==> src/rtl/cfgio_pkg.sv <==
package cfgio_pkg;

   typedef enum logic [2:0] {
      CMD_CFG_RD = 3'd0,
      CMD_CFG_WR = 3'd1,
      CMD_IO_RD  = 3'd2,
      CMD_IO_WR  = 3'd3,
      CMD_MEM_RD = 3'd4,
      CMD_MEM_WR = 3'd5
   } ds_cmd_e;

   typedef enum logic [2:0] {
      WIN_NONE = 3'd0,
      WIN_ADDR = 3'd1,
      WIN_CFG  = 3'd2,
      WIN_IO   = 3'd3,
      WIN_MEM  = 3'd4
   } win_e;

   typedef enum logic [1:0] {
      ST_IDLE  = 2'd0,
      ST_GUARD = 2'd1,
      ST_XFER  = 2'd2,
      ST_RESP  = 2'd3
   } seq_st_e;

   function automatic ds_cmd_e win_to_cmd(input win_e w, input logic wr);
      ds_cmd_e c;
      case (w)
         WIN_CFG: c = wr ? CMD_CFG_WR : CMD_CFG_RD;
         WIN_IO:  c = wr ? CMD_IO_WR  : CMD_IO_RD;
         default: c = wr ? CMD_MEM_WR : CMD_MEM_RD;
      endcase
      return c;
   endfunction

   function automatic logic cmd_is_read(input ds_cmd_e c);
      return (c == CMD_CFG_RD) || (c == CMD_IO_RD) || (c == CMD_MEM_RD);
   endfunction

endpackage

==> src/rtl/cfgio_decode.sv <==
module cfgio_decode
   import cfgio_pkg::*;
#(
   parameter int          OFS_W      = 12,
   parameter int unsigned OFS_ADDR   = 'h064,
   parameter int unsigned OFS_CFG    = 'h068,
   parameter int unsigned OFS_IO     = 'h06C,
   parameter int unsigned OFS_MEM    = 'h070,
   parameter bit          MEM_WIN_EN = 1'b1
) (
   input  logic [OFS_W-1:0] ofs,
   output win_e             win,
   output logic [1:0]       lane
);

   localparam logic [OFS_W-1:0] A_ADDR = OFS_W'(OFS_ADDR);
   localparam logic [OFS_W-1:0] A_CFG  = OFS_W'(OFS_CFG);
   localparam logic [OFS_W-1:0] A_IO   = OFS_W'(OFS_IO);
   localparam logic [OFS_W-1:0] A_MEM  = OFS_W'(OFS_MEM);

   logic hit_addr, hit_cfg, hit_io, hit_mem;

   assign hit_addr = (ofs[OFS_W-1:2] == A_ADDR[OFS_W-1:2]);
   assign hit_cfg  = (ofs[OFS_W-1:2] == A_CFG[OFS_W-1:2]);
   assign hit_io   = (ofs[OFS_W-1:2] == A_IO[OFS_W-1:2]);

   generate
      if (MEM_WIN_EN) begin : g_mem_win
         assign hit_mem = (ofs[OFS_W-1:2] == A_MEM[OFS_W-1:2]);
      end else begin : g_no_mem_win
         assign hit_mem = 1'b0;
      end
   endgenerate

   always_comb begin
      if (hit_addr)     win = WIN_ADDR;
      else if (hit_cfg) win = WIN_CFG;
      else if (hit_io)  win = WIN_IO;
      else if (hit_mem) win = WIN_MEM;
      else              win = WIN_NONE;
   end

   assign lane = ofs[1:0];

   generate
      if (OFS_W < 8) begin : g_bad_width
         $error("cfgio_decode: OFS_W must be at least 8");
      end
      if ((OFS_ADDR % 4) != 0 || (OFS_CFG % 4) != 0 ||
          (OFS_IO % 4) != 0 || (OFS_MEM % 4) != 0) begin : g_bad_align
         $error("cfgio_decode: register offsets must be word aligned");
      end
      if (OFS_ADDR == OFS_CFG || OFS_ADDR == OFS_IO || OFS_ADDR == OFS_MEM ||
          OFS_CFG == OFS_IO || OFS_CFG == OFS_MEM || OFS_IO == OFS_MEM) begin : g_bad_overlap
         $error("cfgio_decode: register offsets must be distinct");
      end
   endgenerate

   always_comb begin
      AST_ONE_WINDOW: assert ($onehot0({hit_addr, hit_cfg, hit_io, hit_mem}));
   end

endmodule

==> src/rtl/cfgio_lanes.sv <==
module cfgio_lanes #(
   parameter int LANES = 4
) (
   input  logic [1:0]       size,
   input  logic [1:0]       lane,
   output logic [LANES-1:0] be
);

   generate
      if (LANES != 4) begin : g_bad_lanes
         $error("cfgio_lanes: only a four-lane data path is supported");
      end
      for (genvar i = 0; i < LANES; i++) begin : g_lane
         localparam logic [1:0] IDX  = 2'(i);
         localparam logic       HALF = IDX[1];
         always_comb begin
            case (size)
               2'd0:    be[i] = (lane == IDX);
               2'd1:    be[i] = (lane[1] == HALF);
               default: be[i] = 1'b1;
            endcase
         end
      end
   endgenerate

   always_comb begin
      AST_LANE_COUNT: assert ($countones(be) == 1 || $countones(be) == 2 ||
                              $countones(be) == 4);
   end

endmodule

==> src/rtl/cfgio_seq.sv <==
module cfgio_seq
   import cfgio_pkg::*;
#(
   parameter bit GUARD_RD = 1'b1
) (
   input  logic clk,
   input  logic rst_n,
   input  logic h_req,
   input  win_e win,
   input  logic we,
   input  logic ds_done,
   output logic accept,
   output logic guard_act,
   output logic xfer_act,
   output logic finish,
   output logic h_ready
);

   seq_st_e st, st_n;
   logic    needs_guard;
   logic    is_window;

   generate
      if (GUARD_RD) begin : g_guard
         assign needs_guard = (win == WIN_CFG) && we;
      end else begin : g_no_guard
         assign needs_guard = 1'b0;
      end
   endgenerate

   assign is_window = (win == WIN_CFG) || (win == WIN_IO) || (win == WIN_MEM);

   always_comb begin
      st_n   = st;
      accept = 1'b0;
      finish = 1'b0;
      case (st)
         ST_IDLE: begin
            if (h_req) begin
               accept = 1'b1;
               if (is_window) st_n = needs_guard ? ST_GUARD : ST_XFER;
               else           st_n = ST_RESP;
            end
         end
         ST_GUARD: begin
            if (ds_done) st_n = ST_XFER;
         end
         ST_XFER: begin
            if (ds_done) begin
               st_n   = ST_RESP;
               finish = 1'b1;
            end
         end
         default: st_n = ST_IDLE;
      endcase
   end

   always_ff @(posedge clk) begin
      if (!rst_n) st <= ST_IDLE;
      else        st <= st_n;
   end

   assign guard_act = (st == ST_GUARD);
   assign xfer_act  = (st == ST_XFER);
   assign h_ready   = (st == ST_RESP);

   AST_GUARD_LEADS_XFER: assert property (@(posedge clk) disable iff (!rst_n)
      guard_act && ds_done |=> xfer_act);

   AST_READY_AFTER_DONE: assert property (@(posedge clk) disable iff (!rst_n)
      $rose(h_ready) && !$past(accept) |-> $past(ds_done));

endmodule

==> src/rtl/cfgio_bridge.sv <==
module cfgio_bridge
   import cfgio_pkg::*;
#(
   parameter int          OFS_W      = 12,
   parameter int          DATA_W     = 32,
   parameter int          IO_W       = 16,
   parameter int unsigned OFS_ADDR   = 'h064,
   parameter int unsigned OFS_CFG    = 'h068,
   parameter int unsigned OFS_IO     = 'h06C,
   parameter int unsigned OFS_MEM    = 'h070,
   parameter bit          MEM_WIN_EN = 1'b1,
   parameter bit          GUARD_RD   = 1'b1
) (
   input  logic              clk,
   input  logic              rst_n,
   input  logic              h_req,
   input  logic              h_we,
   input  logic [OFS_W-1:0]  h_ofs,
   input  logic [1:0]        h_size,
   input  logic [DATA_W-1:0] h_wdata,
   output logic [DATA_W-1:0] h_rdata,
   output logic              h_ready,
   output logic              ds_valid,
   output logic [2:0]        ds_cmd,
   output logic [31:0]       ds_addr,
   output logic [3:0]        ds_be,
   output logic [DATA_W-1:0] ds_wdata,
   input  logic              ds_done,
   input  logic [DATA_W-1:0] ds_rdata,
   input  logic              ds_abort
);

   localparam int LANES    = DATA_W / 8;
   localparam int GUARD_LO = 8;
   localparam int CFG_LO   = 2;

   generate
      if (DATA_W != 32) begin : g_bad_data
         $error("cfgio_bridge: DATA_W must be 32");
      end
      if (IO_W < 2 || IO_W > 32) begin : g_bad_io
         $error("cfgio_bridge: IO_W must lie in 2..32");
      end
   endgenerate

   win_e             win;
   logic [1:0]       lane;
   logic [LANES-1:0] be_live;
   logic             accept, guard_act, xfer_act, finish;

   logic [31:0]       addr_q;
   ds_cmd_e           cmd_q;
   logic [LANES-1:0]  be_q;
   logic [DATA_W-1:0] wdata_q;
   logic [DATA_W-1:0] rd_q;

   cfgio_decode #(
      .OFS_W      (OFS_W),
      .OFS_ADDR   (OFS_ADDR),
      .OFS_CFG    (OFS_CFG),
      .OFS_IO     (OFS_IO),
      .OFS_MEM    (OFS_MEM),
      .MEM_WIN_EN (MEM_WIN_EN)
   ) u_decode (
      .ofs  (h_ofs),
      .win  (win),
      .lane (lane)
   );

   cfgio_lanes #(
      .LANES (LANES)
   ) u_lanes (
      .size (h_size),
      .lane (lane),
      .be   (be_live)
   );

   cfgio_seq #(
      .GUARD_RD (GUARD_RD)
   ) u_seq (
      .clk       (clk),
      .rst_n     (rst_n),
      .h_req     (h_req),
      .win       (win),
      .we        (h_we),
      .ds_done   (ds_done),
      .accept    (accept),
      .guard_act (guard_act),
      .xfer_act  (xfer_act),
      .finish    (finish),
      .h_ready   (h_ready)
   );

   // Address register: written lane by lane.
   generate
      for (genvar i = 0; i < LANES; i++) begin : g_addr_lane
         always_ff @(posedge clk) begin
            if (!rst_n)
               addr_q[8*i +: 8] <= '0;
            else if (accept && h_we && (win == WIN_ADDR) && be_live[i])
               addr_q[8*i +: 8] <= h_wdata[8*i +: 8];
         end
      end
   endgenerate

   // Request capture for the downstream cycle.
   always_ff @(posedge clk) begin
      if (!rst_n) begin
         cmd_q   <= CMD_CFG_RD;
         be_q    <= '0;
         wdata_q <= '0;
      end else if (accept) begin
         cmd_q   <= win_to_cmd(win, h_we);
         be_q    <= be_live;
         wdata_q <= h_wdata;
      end
   end

   // Downstream address formation per cycle type.
   logic [31:0] addr_main;
   always_comb begin
      case (cmd_q)
         CMD_CFG_RD, CMD_CFG_WR: addr_main = {addr_q[31:CFG_LO], {CFG_LO{1'b0}}};
         CMD_IO_RD, CMD_IO_WR:   addr_main = 32'(addr_q[IO_W-1:0]);
         default:                addr_main = addr_q;
      endcase
   end

   assign ds_valid = guard_act | xfer_act;
   assign ds_cmd   = guard_act ? CMD_CFG_RD : cmd_q;
   assign ds_addr  = guard_act ? {addr_q[31:GUARD_LO], {GUARD_LO{1'b0}}} : addr_main;
   assign ds_be    = guard_act ? {LANES{1'b1}} : be_q;
   assign ds_wdata = wdata_q;

   // Host read data.
   always_ff @(posedge clk) begin
      if (!rst_n) begin
         rd_q <= '0;
      end else if (accept) begin
         rd_q <= ((win == WIN_ADDR) && !h_we) ? addr_q : '0;
      end else if (finish) begin
         if (!cmd_is_read(cmd_q))
            rd_q <= '0;
         else if ((cmd_q == CMD_CFG_RD) && ds_abort)
            rd_q <= '1;
         else
            rd_q <= ds_rdata;
      end
   end

   assign h_rdata = rd_q;

   AST_HOLD_CYCLE: assert property (@(posedge clk) disable iff (!rst_n)
      ds_valid && !ds_done |=> ds_valid && $stable(ds_cmd) && $stable(ds_addr) && $stable(ds_be));

   AST_READY_PULSE: assert property (@(posedge clk) disable iff (!rst_n)
      h_ready |=> !h_ready);

   AST_NO_BUS_AT_READY: assert property (@(posedge clk) disable iff (!rst_n)
      h_ready |-> !ds_valid);

   AST_CFG_ALIGNED: assert property (@(posedge clk) disable iff (!rst_n)
      ds_valid && (ds_cmd == CMD_CFG_RD || ds_cmd == CMD_CFG_WR) |-> ds_addr[1:0] == 2'b00);

   AST_IO_UPPER_ZERO: assert property (@(posedge clk) disable iff (!rst_n)
      ds_valid && (ds_cmd == CMD_IO_RD || ds_cmd == CMD_IO_WR) |-> (ds_addr >> IO_W) == 0);

   AST_ABORT_ONES: assert property (@(posedge clk) disable iff (!rst_n)
      $rose(h_ready) && $past(ds_done && ds_abort && ds_valid && ds_cmd == CMD_CFG_RD && xfer_act)
      |-> h_rdata == '1);

   generate
      if (GUARD_RD) begin : g_guard_chk
         AST_WRITE_AFTER_GUARD: assert property (@(posedge clk) disable iff (!rst_n)
            $rose(ds_valid && ds_cmd == CMD_CFG_WR) |-> $past(ds_done) && $past(ds_addr[7:0]) == 8'h00);
      end
   endgenerate

endmodule

==> config.mk <==
export PLATFORM = sky130hd
export DESIGN_NAME = cfgio_bridge
export DESIGN_NICKNAME = d
export VERILOG_FILES = /design/src/rtl/cfgio_pkg.sv /design/src/rtl/cfgio_decode.sv /design/src/rtl/cfgio_lanes.sv /design/src/rtl/cfgio_seq.sv /design/src/rtl/cfgio_bridge.sv
export SDC_FILE = /design/constraint.sdc
export NUM_CORES = 1
export LEC_CHECK = 0
export ABC_AREA = 0
export ABC_CLOCK_PERIOD_IN_PS = 2300
export BUFFER_PORTS_ARGS = -buffer_cell sky130_fd_sc_hd__buf_2
export CAP_MARGIN = 20
export CORE_MARGIN = 2
export CORE_UTILIZATION = 44
export DETAILED_ROUTE_END_ITERATION = 8
export PLACE_DENSITY = 0.79
export SLEW_MARGIN = 20
export SYNTH_ARGS = -nofsm -noshare
export SYNTH_HDL_FRONTEND = slang
export SYNTH_SLANG_ARGS = --single-unit
==> constraint.sdc <==
create_clock -name clk -period 2.3 [get_ports clk]
set_input_delay 0.115 -clock clk [delete_from_list [all_inputs] [get_ports clk]]
set_output_delay 0.115 -clock clk [all_outputs]
set_load 0.03 [all_outputs]
==> key figures <==
Global route
  – Number of global-route vias before repair: 4644
  – Initial antenna violation count: 0
  – Remaining global-route overflow: 0
  – Tot GR Track Use: 0.2430
  – Pin count of the biggest net entering global routing: 65
  – First-pass GRT wire length: 22.34 mm

Yosys
  – Sequential fraction of the synthesis area: 0.4465
  – Yosys cell types: 37
  – Mean area per synthesized cell: about 8.2 um2
  – Most common cell in the netlist: nand2_1
  – Net Count, Synth: between 600 and 700
  – Synthesized netlist cell count: 571
  – Post-synth EDFFs: 0
  – Post-synth top area share: 0.4465
  – Dominant synthesized flop cell: dfxtp_1
  – Number of synthesized register bits: ~110
  – Yosys warnings: 0
  – Cell Area, Synth: between 4000 and 5000 um2
  – Synth top cells by count: nand2_1, dfxtp_1, o21ai_0
  – Dominant cells by area after synthesis: dfxtp_1, nand2_1, mux2i_1
  – Post-synth top area cell: dfxtp_1
  – Async SR Flop Fraction: 0

Clock tree
  – Post-CTS Setup Inserts: 0
  – CTS tree: yes
  – Clk slew on worst S/H paths: 0.09 ns
  – Clk buf depth: 2
  – Num Clock Sinks: between 100 and 150
  – CTS Buf Count: 9
  – Clk root buf: clkbuf_8
  – Htree depth: 3
  – Worst skew pair latency: ~0.36 ns

Floorplan
  – Die width: ~110 um
  – Total die area: between 10000 and 15000 um2
  – Floorplan core area: roughly 10000 um2
  – # IOs: around 190
  – Initial Util: 0.4540
  – Die Y: approximately 110 um
  – Row count: 37

Power
  – Pleak: approximately 2.8 nW
  – Power per Cell Area: between 900 and 1000 nW/um2
  – Peak VDD IR: 0.7671 mV

Worst setup path
  – Depth of the most critical reg-to-reg path: 7
  – CP startpoint kind: register
  – Element type at the critical path end: register
  – WP data arrival: between 2 and 2.5 ns
  – CP max FO: 32
  – WS Path Type: register to register
  – Required time of the critical path: ~2.6 ns

Finish
  – Nets: between 800 and 900
  – Inserted Diodes: 0
  – P&R area growth vs syn: 31.76%
  – Proportion of layout cells with a drive suffix above 1: 0.2984
  – Final non-filler cell area: roughly 6200 um2

Placed design
  – GP Congestion: 0.8118
  – Port Buffers: between 150 and 200
  – HPWL Detailed: ~9.9 mm
  – Pre-CTS setup slack: approximately 0.18 ns
  – Placed Area: between 5000 and 6000 um2

Route
  – Initial DRC Count: 337
  – Routed Antenna Nets: 0
  – First drt pass iteration count: 5
  – Detailed-route via count: around 4800
  – WL/cell: 15.99 um
  – Post-Route WL: approximately 14 mm
  – Via density: between 5 and 6
  – DRC violations left: 0

STA
  – Max Clock Freq: around 470 MHz
  – Final Cycle Share: 0.9282
  – Final max-slew violation count: 0
  – Worst Tran Pin Value: slightly below 0.7 ns
  – Slew HR: 0.5464
  – Final WS setup: between 0.15 and 0.2 ns
  – Tmin final: around 2.1 ns
  – Final setup fails: 0
  – Hold Violations, Final: 0
  – Setup tns final: 0 ns
  – Clock skew: about 0.019 ns
  – Unrepaired setup endpoints after global routing: no

Worst hold path
  – Min-Delay Path Class: input port to register
  – Min-Delay Path Depth: 3

Run status
  – Status: complete, no violations

Run
  – # Max-Cap Violations: 0
==> cells in the final DEF, fill, tap and decap left out, drive strengths merged, types with 3 or more instances in the layout <==
| cell | count |
|---|---|
| or2 | 5 |
| dfxtp | 105 |
| a21boi | 34 |
| nor2 | 8 |
| buf | 199 |
| a31oi | 32 |
| inv | 6 |
| o211a | 5 |
| nor2b | 26 |
| dlygate4sd3 | 27 |
| o21ai | 65 |
| a21oi | 4 |
| nand2 | 173 |
| mux2i | 33 |
| or4b | 3 |
| ha | 5 |
| clkbuf | 12 |
==> cell type report <==
type / count / area [um2]
clock buffer: 12 / 145.1
clock inverter: 4 / 26.28
fill: 959 / 4167
inverter: 5 / 18.77
multi-input combinational: 412 / 2407
sequential: 105 / 2102
tap: 136 / 170.2
timing repair buffer: 226 / 1334
==> metrics by stage <==
| step | total power, mW | cells | util | hold slack, ns |
|---|---|---|---|---|
| after floorplan | 4.034 | 571 | - | 0.2498 |
| after global placement | 4.770 | 857 | 0.5544 | 0.3707 |
| after detailed placement | 4.866 | 857 | 0.5544 | 0.3756 |
| after CTS | 5.928 | 899 | 0.5963 | 0.0001518 |
| after global routing | 6.266 | 900 | 0.5982 | 0.003833 |
| final | 5.927 | 900 | 0.5982 | 0.01546 |
==> routing by layer <==
metal	vias to the layer above	wire [um]	track usage
met4	0	243	0.07875
li1	2299	-	-
met5	-	0	0
met2	201	7099	0.4191
met3	25	1073	0.05327
met1	2279	5970	0.3014
==> power by group <==
group	total (mW)	switching (mW)	internal, mW
sequential	2.35	0.197	2.15
combinational	2.55	1.77	0.780
clock	1.03	0.607	0.426
total	5.93	2.57	3.36
==> critical path, stage by stage, from the launching register on <==
cell	delay, ns
dfxtp_1	0.44
inv_1	0.13
ha_1	0.29
and2_2	0.23
a211oi_4	0.21
buf_4	0.36
o21ai_0	0.21
a31oi_1	0.20
==> worst paths after layout <==
kind | start | end | slack [ns]
setup reg to reg | u_seq.st[0] | h_rdata[11] | 0.17
hold reg to reg | ds_wdata[12] | ds_wdata[12] | 0.45
hold / removal | h_wdata[2] | ds_wdata[2] | 0.02
setup / recovery | u_seq.st[0] | h_rdata[11] | 0.17
==> logic make-up after synthesis <==
group / Yosys count / synth area share
AOI/OAI and AO/OA: 144 / 0.1876
DFF: 105 / 0.4465
adders and majority gates: 5 / 0.01329
muxes: 33 / 0.07016
and+or+nand+nor: 230 / 0.2309
buffers and inverters: 54 / 0.05156
==> state kept, by name, summed over array words and instances (netlist names) <==
name	cells
addr_q	32
be_q	4
cmd_q	3
ds_wdata	32
h_rdata	32
u_seq.st	2
==> what timing repair did <==
item,4_1_cts,5_1_grt
resized for setup,1,1
cloned,0,0
setup endpoints to repair,11,2
hold endpoints to repair,33,1
hold buffers,26,1
No activity file was read; power rests on OpenSTA's default activity.
